File: src/rtl/flash_map_pkg.sv
package flash_map_pkg;
  typedef enum logic [1:0] {REG_BOOT = 2'b00, REG_PAR1 = 2'b01, REG_PAR2 = 2'b10, REG_MAIN = 2'b11} region_e;
  typedef enum logic [1:0] {OP_NONE = 2'd0, OP_PROG = 2'd1, OP_PERASE = 2'd2, OP_SERASE = 2'd3} op_e;
  typedef enum logic [1:0] {UNIT_PAR1 = 2'd0, UNIT_PAR2 = 2'd1, UNIT_SECTOR = 2'd2, UNIT_RSVD = 2'd3} unit_e;
  typedef struct packed {
    logic grant;
    logic deny;
    logic keep_boot;
  } verdict_t;
endpackage

File: src/rtl/region_decode.sv
module region_decode
  import flash_map_pkg::*;
#(
  parameter int ADDR_W   = 19,
  parameter int BLOCK_W  = 13,
  parameter bit TOP_BOOT = 1'b0
) (
  input  logic [ADDR_W-1:0] addr_i,
  output region_e           region_o,
  output unit_e             unit_o
);
  localparam int IDX_W = ADDR_W - BLOCK_W;

  logic [IDX_W-1:0] idx;

  // mirrored layout: count blocks down from the top of the space
  generate
    if (TOP_BOOT) begin : g_top
      assign idx = ~addr_i[ADDR_W-1:BLOCK_W];
    end else begin : g_bottom
      assign idx = addr_i[ADDR_W-1:BLOCK_W];
    end
  endgenerate

  always_comb begin
    unique case (idx)
      IDX_W'(0): region_o = REG_BOOT;
      IDX_W'(1): region_o = REG_PAR1;
      IDX_W'(2): region_o = REG_PAR2;
      default:   region_o = REG_MAIN;
    endcase
  end

  always_comb begin
    unique case (region_o)
      REG_PAR1: unit_o = UNIT_PAR1;
      REG_PAR2: unit_o = UNIT_PAR2;
      default:  unit_o = UNIT_SECTOR;
    endcase
  end
endmodule

File: src/rtl/lock_keeper.sv
module lock_keeper (
  input  logic clk_i,
  input  logic rst_ni,
  input  logic set_i,
  output logic lock_eff_o
);
  logic lock_q;

  always_ff @(posedge clk_i or negedge rst_ni) begin
    if (!rst_ni)    lock_q <= 1'b0;
    else if (set_i) lock_q <= 1'b1;
  end

  // pulse takes effect for the request sampled alongside it
  assign lock_eff_o = lock_q | set_i;

  p_sticky_r6: assert property (@(posedge clk_i) disable iff (!rst_ni)
    lock_q |=> lock_q);
  p_set_r6: assert property (@(posedge clk_i) disable iff (!rst_ni)
    set_i |=> lock_q);
endmodule

File: src/rtl/access_arbiter.sv
module access_arbiter
  import flash_map_pkg::*;
(
  input  op_e      op_i,
  input  region_e  region_i,
  input  logic     locked_i,
  output verdict_t verdict_o
);
  logic in_param;
  logic allow;

  assign in_param = (region_i == REG_PAR1) || (region_i == REG_PAR2);

  always_comb begin
    allow = 1'b0;
    unique case (op_i)
      OP_PROG:   allow = !(locked_i && region_i == REG_BOOT);
      OP_PERASE: allow = in_param;
      OP_SERASE: allow = !in_param;
      default:   allow = 1'b0;
    endcase
  end

  always_comb begin
    verdict_o.grant     = (op_i != OP_NONE) && allow;
    verdict_o.deny      = (op_i != OP_NONE) && !allow;
    verdict_o.keep_boot = (op_i == OP_SERASE) && allow && locked_i;
  end
endmodule

File: src/rtl/flash_region_guard.sv
module flash_region_guard
  import flash_map_pkg::*;
#(
  parameter int ADDR_W   = 19,
  parameter int BLOCK_W  = 13,
  parameter bit TOP_BOOT = 1'b0
) (
  input  logic              clk_i,
  input  logic              rst_ni,
  input  logic              dev_rst_ni,
  input  logic [ADDR_W-1:0] addr_i,
  input  logic [1:0]        op_i,
  input  logic              lock_set_i,
  output logic [1:0]        region_o,
  output logic [1:0]        unit_o,
  output logic              grant_o,
  output logic              deny_o,
  output logic              keep_boot_o
);
  region_e  region_d;
  unit_e    unit_d;
  verdict_t verdict_d;
  logic     locked;
  op_e      op;

  assign op = op_e'(op_i);

  region_decode #(.ADDR_W(ADDR_W), .BLOCK_W(BLOCK_W), .TOP_BOOT(TOP_BOOT)) u_decode (
    .addr_i  (addr_i),
    .region_o(region_d),
    .unit_o  (unit_d)
  );

  lock_keeper u_lock (
    .clk_i     (clk_i),
    .rst_ni    (rst_ni),
    .set_i     (lock_set_i),
    .lock_eff_o(locked)
  );

  access_arbiter u_arb (
    .op_i     (op),
    .region_i (region_d),
    .locked_i (locked),
    .verdict_o(verdict_d)
  );

  always_ff @(posedge clk_i or negedge rst_ni) begin
    if (!rst_ni) begin
      region_o    <= '0;
      unit_o      <= '0;
      grant_o     <= 1'b0;
      deny_o      <= 1'b0;
      keep_boot_o <= 1'b0;
    end else if (!dev_rst_ni) begin
      region_o    <= '0;
      unit_o      <= '0;
      grant_o     <= 1'b0;
      deny_o      <= 1'b0;
      keep_boot_o <= 1'b0;
    end else begin
      region_o    <= region_d;
      unit_o      <= unit_d;
      grant_o     <= verdict_d.grant;
      deny_o      <= verdict_d.deny;
      keep_boot_o <= verdict_d.keep_boot;
    end
  end

  p_excl_r9: assert property (@(posedge clk_i) disable iff (!rst_ni)
    !(grant_o && deny_o));
  p_idle_r9: assert property (@(posedge clk_i) disable iff (!rst_ni)
    (op == OP_NONE) |=> (!grant_o && !deny_o));
  p_boot_prog_r7: assert property (@(posedge clk_i) disable iff (!rst_ni)
    (dev_rst_ni && op == OP_PROG && locked && region_d == REG_BOOT) |=> deny_o);
  p_mask_r8: assert property (@(posedge clk_i) disable iff (!rst_ni)
    keep_boot_o |-> grant_o);
  p_halt_r10: assert property (@(posedge clk_i) disable iff (!rst_ni)
    !dev_rst_ni |=> (!grant_o && !deny_o && !keep_boot_o));
  p_unit_r2: assert property (@(posedge clk_i) disable iff (!rst_ni)
    dev_rst_ni |=> (unit_o == 2'd2) == (region_o == 2'b00 || region_o == 2'b11));
endmodule

File: config.mk
export PLATFORM = sky130hd
export DESIGN_NAME = flash_region_guard
export DESIGN_NICKNAME = d
export VERILOG_FILES = /design/src/rtl/flash_map_pkg.sv /design/src/rtl/region_decode.sv /design/src/rtl/lock_keeper.sv /design/src/rtl/access_arbiter.sv /design/src/rtl/flash_region_guard.sv
export SDC_FILE = /design/constraint.sdc
export NUM_CORES = 1
export LEC_CHECK = 0
export BUFFER_PORTS_ARGS = -buffer_cell sky130_fd_sc_hd__buf_4
export CAP_MARGIN = 0
export CORE_AREA = 8 8 45 47
export DETAILED_ROUTE_END_ITERATION = 10
export DIE_AREA = 0 0 53 55
export PLACE_DENSITY = 0.67
export SYNTH_ARGS = -nofsm -noshare
export SYNTH_HDL_FRONTEND = slang
export SYNTH_HIERARCHICAL = 1
export SYNTH_SLANG_ARGS = --single-unit
File: constraint.sdc
create_clock -name clk_i -period 1.2 [get_ports clk_i]
set_clock_uncertainty 0.1 [all_clocks]
set_input_delay 0.24 -clock clk_i [delete_from_list [all_inputs] [get_ports clk_i]]
set_output_delay 0.24 -clock clk_i [all_outputs]
set_load 0.01 [all_outputs]
# After elaboration in Yosys (flattened, before gate mapping)
# Index checks and enable logic that the tools add are counted.
# Widths: inputs -> output; s select.
# totals
reg_bits	8
output_inout_bits	7
# classes
n_eq_ne	7
muxes	8
bitwise	1
reduce_logical	12
# op_table
operator	n
$eq 2x2->1 const B	3
$eq 6x1->1 const B	1
$eq 6x2->1 const B	1
$logic_not 6->1	1
$pmux 2 s3	1
$logic_and 1x1->1	5
$eq 2x1->1 const B	2
$mux 2	2
$pmux 2 s2	1
$logic_not 1->1	3
$mux 1	3
$pmux 1 s3	1
$logic_not 2->1	1
$reduce_bool 2->1	1
$logic_or 1x1->1	1
$or 1x1->1	1

# Logic depth before layout (Yosys ltp)
# depth
word_depth	9
mapped_depth	11

# Cells and area by module
# Netlist, hierarchy kept.
# by_module_without_submodules
module	n_inst	cells_each	area_each_um2
flash_region_guard	1	14	219.0
access_arbiter	1	10	90.1
region_decode	1	12	85.1
lock_keeper	1	3	37.5

# Worst setup path after synthesis
# No wires, ideal clock.
# synth_timing
path_type	input -> register
startpoint	input port addr_i[18]
endpoint	register grant_o
t_arrival_ps	2212
setup_slack_ps	-1231
path_stages	10
cell_sequence	or4_4 > or3_4 > ha_1 > o21ai_0 > nand2_1 > inv_1 > ha_1 > and3b_1 > a21o_1 > and2_1
# synth_rtl
element	line_no	rtl
start: declaration	flash_region_guard.sv:11	input logic [ADDR_W-1:0] addr_i,
end signal: assignment	flash_region_guard.sv:64	grant_o <= verdict_d.grant;
end: declaration	flash_region_guard.sv:16	output logic grant_o,

==> tab_implementation.tex <==
\begin{tabular}{lr}
\hline
Metric & Value \\
\hline
\multicolumn{2}{l}{\textbf{Power}} \\
\quad Static Leakage & 0.000370 uW \\
\quad Relative contribution of sequential cells to total power & 46.7\% \\
\quad Switching power summed over all nets & 133 uW \\
\quad Power density cells & 835 nW/um2 \\
\quad Total power draw & around 610 uW \\
\quad Largest voltage drop on the vdd net & 0.000228 V \\
\quad Logic gate share of total power & $\sim$22\% \\
\quad Switching power as a share of total power & 21.6\% \\
\quad Internal cell power & around 480 uW \\
\quad Clock group share of total power & 31.2\% \\
\multicolumn{2}{l}{\textbf{Die}} \\
\quad Initial Util & between 30\% and 40\% \\
\quad \# IOs & 32 \\
\quad Horiz. Die Dim & roughly 53 um \\
\quad Die Ht & roughly 55 um \\
\quad Row cnt & 14 \\
\quad Std-Cell Core Area & 1380 um2 \\
\quad Die Footprint & 2920 um2 \\
\multicolumn{2}{l}{\textbf{Logic synthesis}} \\
\quad Most frequently used flop master after synthesis & sky130\_fd\_sc\_hd\_\_dfrtp\_1 \\
\quad Synth unique cells & 17 \\
\quad Nets in the synthesized netlist & 67 \\
\quad Async set or reset register ratio after synthesis & between 90\% and 100\% \\
\quad Most frequently used cell type in the post-synthesis netlist & sky130\_fd\_sc\_hd\_\_dfrtp\_1 \\
\quad Register bit total from synthesis & 8 \\
\quad Synthesized cell area & 432 um2 \\
\quad Synth Area per Inst & 11.1 um2 \\
\quad Number of enable flip-flop cells after synthesis & 0 \\
\quad Leading area contributor after synthesis & sky130\_fd\_sc\_hd\_\_dfrtp\_1 \\
\quad Most numerous cell types in the synthesized netlist & sky130\_fd\_sc\_hd\_\_dfrtp\_1 (8), sky130\_fd\_sc\_hd\_\_and2\_1 (7), sky130\_fd\_sc\_hd\_\_inv\_1 (4), sky130\_fd\_sc\_hd\_\_ha\_1 (3) \\
\quad Area share of the largest cell type after synthesis & 46.4\% \\
\quad Number of standard cells after synthesis & 39 \\
\quad Fraction of the yosys area taken by sequential cells & 46.4\% \\
\quad Count of yosys warnings during synthesis & 6 \\
\quad Main area contributors after synthesis & sky130\_fd\_sc\_hd\_\_dfrtp\_1 (46\%), sky130\_fd\_sc\_hd\_\_and2\_1 (10\%), sky130\_fd\_sc\_hd\_\_ha\_1 (8.7\%) \\
\multicolumn{2}{l}{\textbf{Drt}} \\
\quad Met1 Routed Length & 334 um \\
\quad Met3 layer wire length in the routed design & 96 um \\
\quad Antenna Nets Post-Route & 0 \\
\quad Final routed DRC violation total & 0 \\
\quad Vias & 385 \\
\quad Top layer used by detailed routing & met4 \\
\quad Average routed wire per standard cell & around 11 um \\
\quad DRC violation total after the first TritonRoute iteration & 6 \\
\quad Total wire length after detailed routing & 972 um \\
\quad Post-detailed-route via-to-cell ratio & 4.48 \\
\quad Count of TritonRoute iterations in the first routing pass & 4 \\
\quad Met2 wirelength from detailed routing & 502 um \\
\multicolumn{2}{l}{\textbf{STA}} \\
\quad Unrepaired setup endpoints after global routing & yes \\
\quad Setup slack of the critical path after layout & -1.09 ns \\
\quad Number of max-slew violations in the final report & 0 \\
\quad Endpoints failing hold & 0 \\
\quad Slew of the pin with the lowest slew margin & 0.212 ns \\
\quad Final-report setup violation count & 7 \\
\quad Tightest hold margin & 0.0878 ns \\
\quad Worst max-slew margin expressed relative to the limit & 85.8\% \\
\quad Final clock period utilization by the worst path & 191\% \\
\quad Tmin final & 2.29 ns \\
\quad Max Fclk & 437 MHz \\
\multicolumn{2}{l}{\textbf{Global routing}} \\
\quad Maximum number of pins on one net before global-route repair & 9 \\
\quad Overall overflow remaining after global route & 0 \\
\quad Vias in the first global route & 400 \\
\quad Gr usage total & between 7 and 8\% \\
\quad Antenna violations before repair & 0 \\
\quad Global-route wire length before repair & 1600 um \\
\multicolumn{2}{l}{\textbf{Place}} \\
\quad Count of port buffers added during placement & 18 \\
\quad Cell area reported after detailed placement & 657 um2 \\
\quad Pre-CTS WS & -1.33 ns \\
\quad Half-perimeter wire length of the detailed placement result & 775 um \\
\quad Global placer's final weighted congestion & 0.738 \\
\multicolumn{2}{l}{\textbf{Critical path}} \\
\quad Worst-case register-to-register setup slack & 0.10 ns \\
\quad Crit-path cells & buf\_6 -> or4\_4 -> or3\_4 -> ha\_4 -> o21ai\_2 -> nand2\_1 -> inv\_2 -> ha\_4 -> and3b\_1 -> a21o\_1 -> and2\_1 \\
\quad Biggest cell delay along the critical path & 0.52 ns \\
\quad Endpoint required time on the critical path & around 1.2 ns \\
\quad Startpoint Class & input port \\
\quad Type of element capturing the critical path & register \\
\quad Arrival time reported for the critical path endpoint & 2.32 ns \\
\quad Largest fanout on the critical path & 3 \\
\quad Path type of the worst setup path & in -> reg \\
\quad Critical Path Most Common Cell & sky130\_fd\_sc\_hd\_\_ha\_4 \\
\quad Slowest cell on crit path & sky130\_fd\_sc\_hd\_\_or4\_4 \\
\multicolumn{2}{l}{\textbf{Run}} \\
\quad Count of maximum capacitance violations & 0 \\
\multicolumn{2}{l}{\textbf{Layout}} \\
\quad Antenna diode count & 0 \\
\quad Synthesis-to-finish area growth & 70.1\% \\
\quad Combined flip-flop and latch cell area & 200 um2 \\
\quad Final cell area excluding filler cells & approximately 730 um2 \\
\quad Layout fillers & 134 \\
\quad NumNets Final & 100 \\
\quad Post-layout utilization of the core & 53.1\% \\
\quad Multi-input gate area in the final layout & roughly 250 um2 \\
\quad Share of post-route cells with drive strength above 1 & 58.6\% \\
\multicolumn{2}{l}{\textbf{Clock network}} \\
\quad Post-CTS clock slew at the launch and capture registers of the worst setup and hold paths & $\sim$0.050 ns \\
\quad Clock tree root driver cell & sky130\_fd\_sc\_hd\_\_clkbuf\_4 \\
\quad CTS HTree Levels & 1 \\
\quad Worst skew pair latency & 0.25 ns \\
\quad Clock tree from TritonCTS & done \\
\quad Number of buffers on the longest clock path & 2 \\
\quad Total clock buffers created by CTS & 3 \\
\quad Total clock sinks & 8 \\
\multicolumn{2}{l}{\textbf{Status}} \\
\quad Violated checks & setup timing \\
\quad Status & finished, violations left \\
\multicolumn{2}{l}{\textbf{Worst hold path}} \\
\quad Worst Hold Class & in -> reg \\
\hline
\end{tabular}
-- worst max-delay path, delay by kind of cell --
family                   cells  cell delay (ns)
buffers and inverters        2             0.17
adder cells (fa/ha/maj)      2             0.39
AO/OA/AOI/OAI                2             0.18
AND/OR/NAND/NOR              5             1.33
-- placed cells by master, fill, tap and decap left out --
master	instances
sky130_fd_sc_hd__buf_4	23
sky130_fd_sc_hd__inv_2	2
sky130_fd_sc_hd__inv_1	2
sky130_fd_sc_hd__and3_1	2
sky130_fd_sc_hd__nor2b_4	1
sky130_fd_sc_hd__clkbuf_4	3
sky130_fd_sc_hd__ha_1	1
sky130_fd_sc_hd__or2_1	2
sky130_fd_sc_hd__a21boi_2	1
sky130_fd_sc_hd__a21o_1	1
sky130_fd_sc_hd__a2bb2oi_2	1
sky130_fd_sc_hd__dlygate4sd3_1	1
sky130_fd_sc_hd__ha_4	2
sky130_fd_sc_hd__nor4_1	1
sky130_fd_sc_hd__nand3b_1	1
sky130_fd_sc_hd__buf_6	4
sky130_fd_sc_hd__dfrtp_1	8
sky130_fd_sc_hd__nand2_1	2
sky130_fd_sc_hd__and2_1	7
sky130_fd_sc_hd__or3_4	1
sky130_fd_sc_hd__and3b_1	1
sky130_fd_sc_hd__o21ai_2	2
sky130_fd_sc_hd__or4_4	1
-- layer usage --
layer / vias up / global-route usage, %
met3: 4 / 1.60
li1: 194 / -
met2: 16 / 12.9
met1: 171 / 6.98
met5: - / 0
met4: 0 / 7.76
-- through the flow --
stage | instances | TNS [ns]
5_1_grt | 86 | -5.82
3_3_place_gp | 79 | -6.83
2_1_floorplan | 39 | -5.33
4_1_cts | 84 | -4.99
3_5_place_dp | 79 | -6.96
6_report | 86 | -5.55
-- sequential cells by signal, indices dropped and copies added, names as in the netlist --
| register | flops |
|---|---|
| u_lock/lock_q | 1 |
| region_o | 2 |
| unit_o | 2 |
| deny_o | 1 |
| keep_boot_o | 1 |
| grant_o | 1 |
-- cell type report --
type / count / area share, %
clock buffer: 3 / 3.07
sequential: 8 / 27.3
multi-input combinational: 27 / 33.9
inverter: 4 / 2.04
timing repair buffer: 28 / 31.0
tap: 16 / 2.73
-- cells by family after synthesis --
family          Yosys count  synth area share [%]
fa+ha+maj                 3                  8.70
simple gates             19                  31.3
compound gates            5                  10.1
flops                     8                  46.4
buf+inv                   4                  3.48
-- final timing paths --
| kind | end | from | depth (start not counted) |
|---|---|---|---|
| min | u_lock/lock_q | lock_set_i | 2 |
| min reg2reg | u_lock/lock_q | u_lock/lock_q | 1 |
| max | grant_o | addr_i[15] | 11 |
| max in group asynchronous | unit_o[1] | rst_ni | 2 |
| max reg2reg | deny_o | u_lock/lock_q | 4 |
| min in group asynchronous | keep_boot_o | rst_ni | 2 |
-- repair_timing --
action                                 4_1_cts  5_1_grt
hold buffers                                 1        0
resized for setup                            3        4
setup endpoints to repair                    7        7
buffers inserted                             1        2
gates cloned                                 0        0
pin swaps                                    2        8
endpoints found under the hold margin        8        0
-- power groups by stage --
stage               Sequential, uW  Combinational, uW  Clock [uW]
finish                         286                136         191
global route                   287                150         216
CTS                            286                129         203
detailed placement             290                120           0
global placement               289                118           0
floorplan                      297               41.8           0
Power figures use the tool's default switching activity.
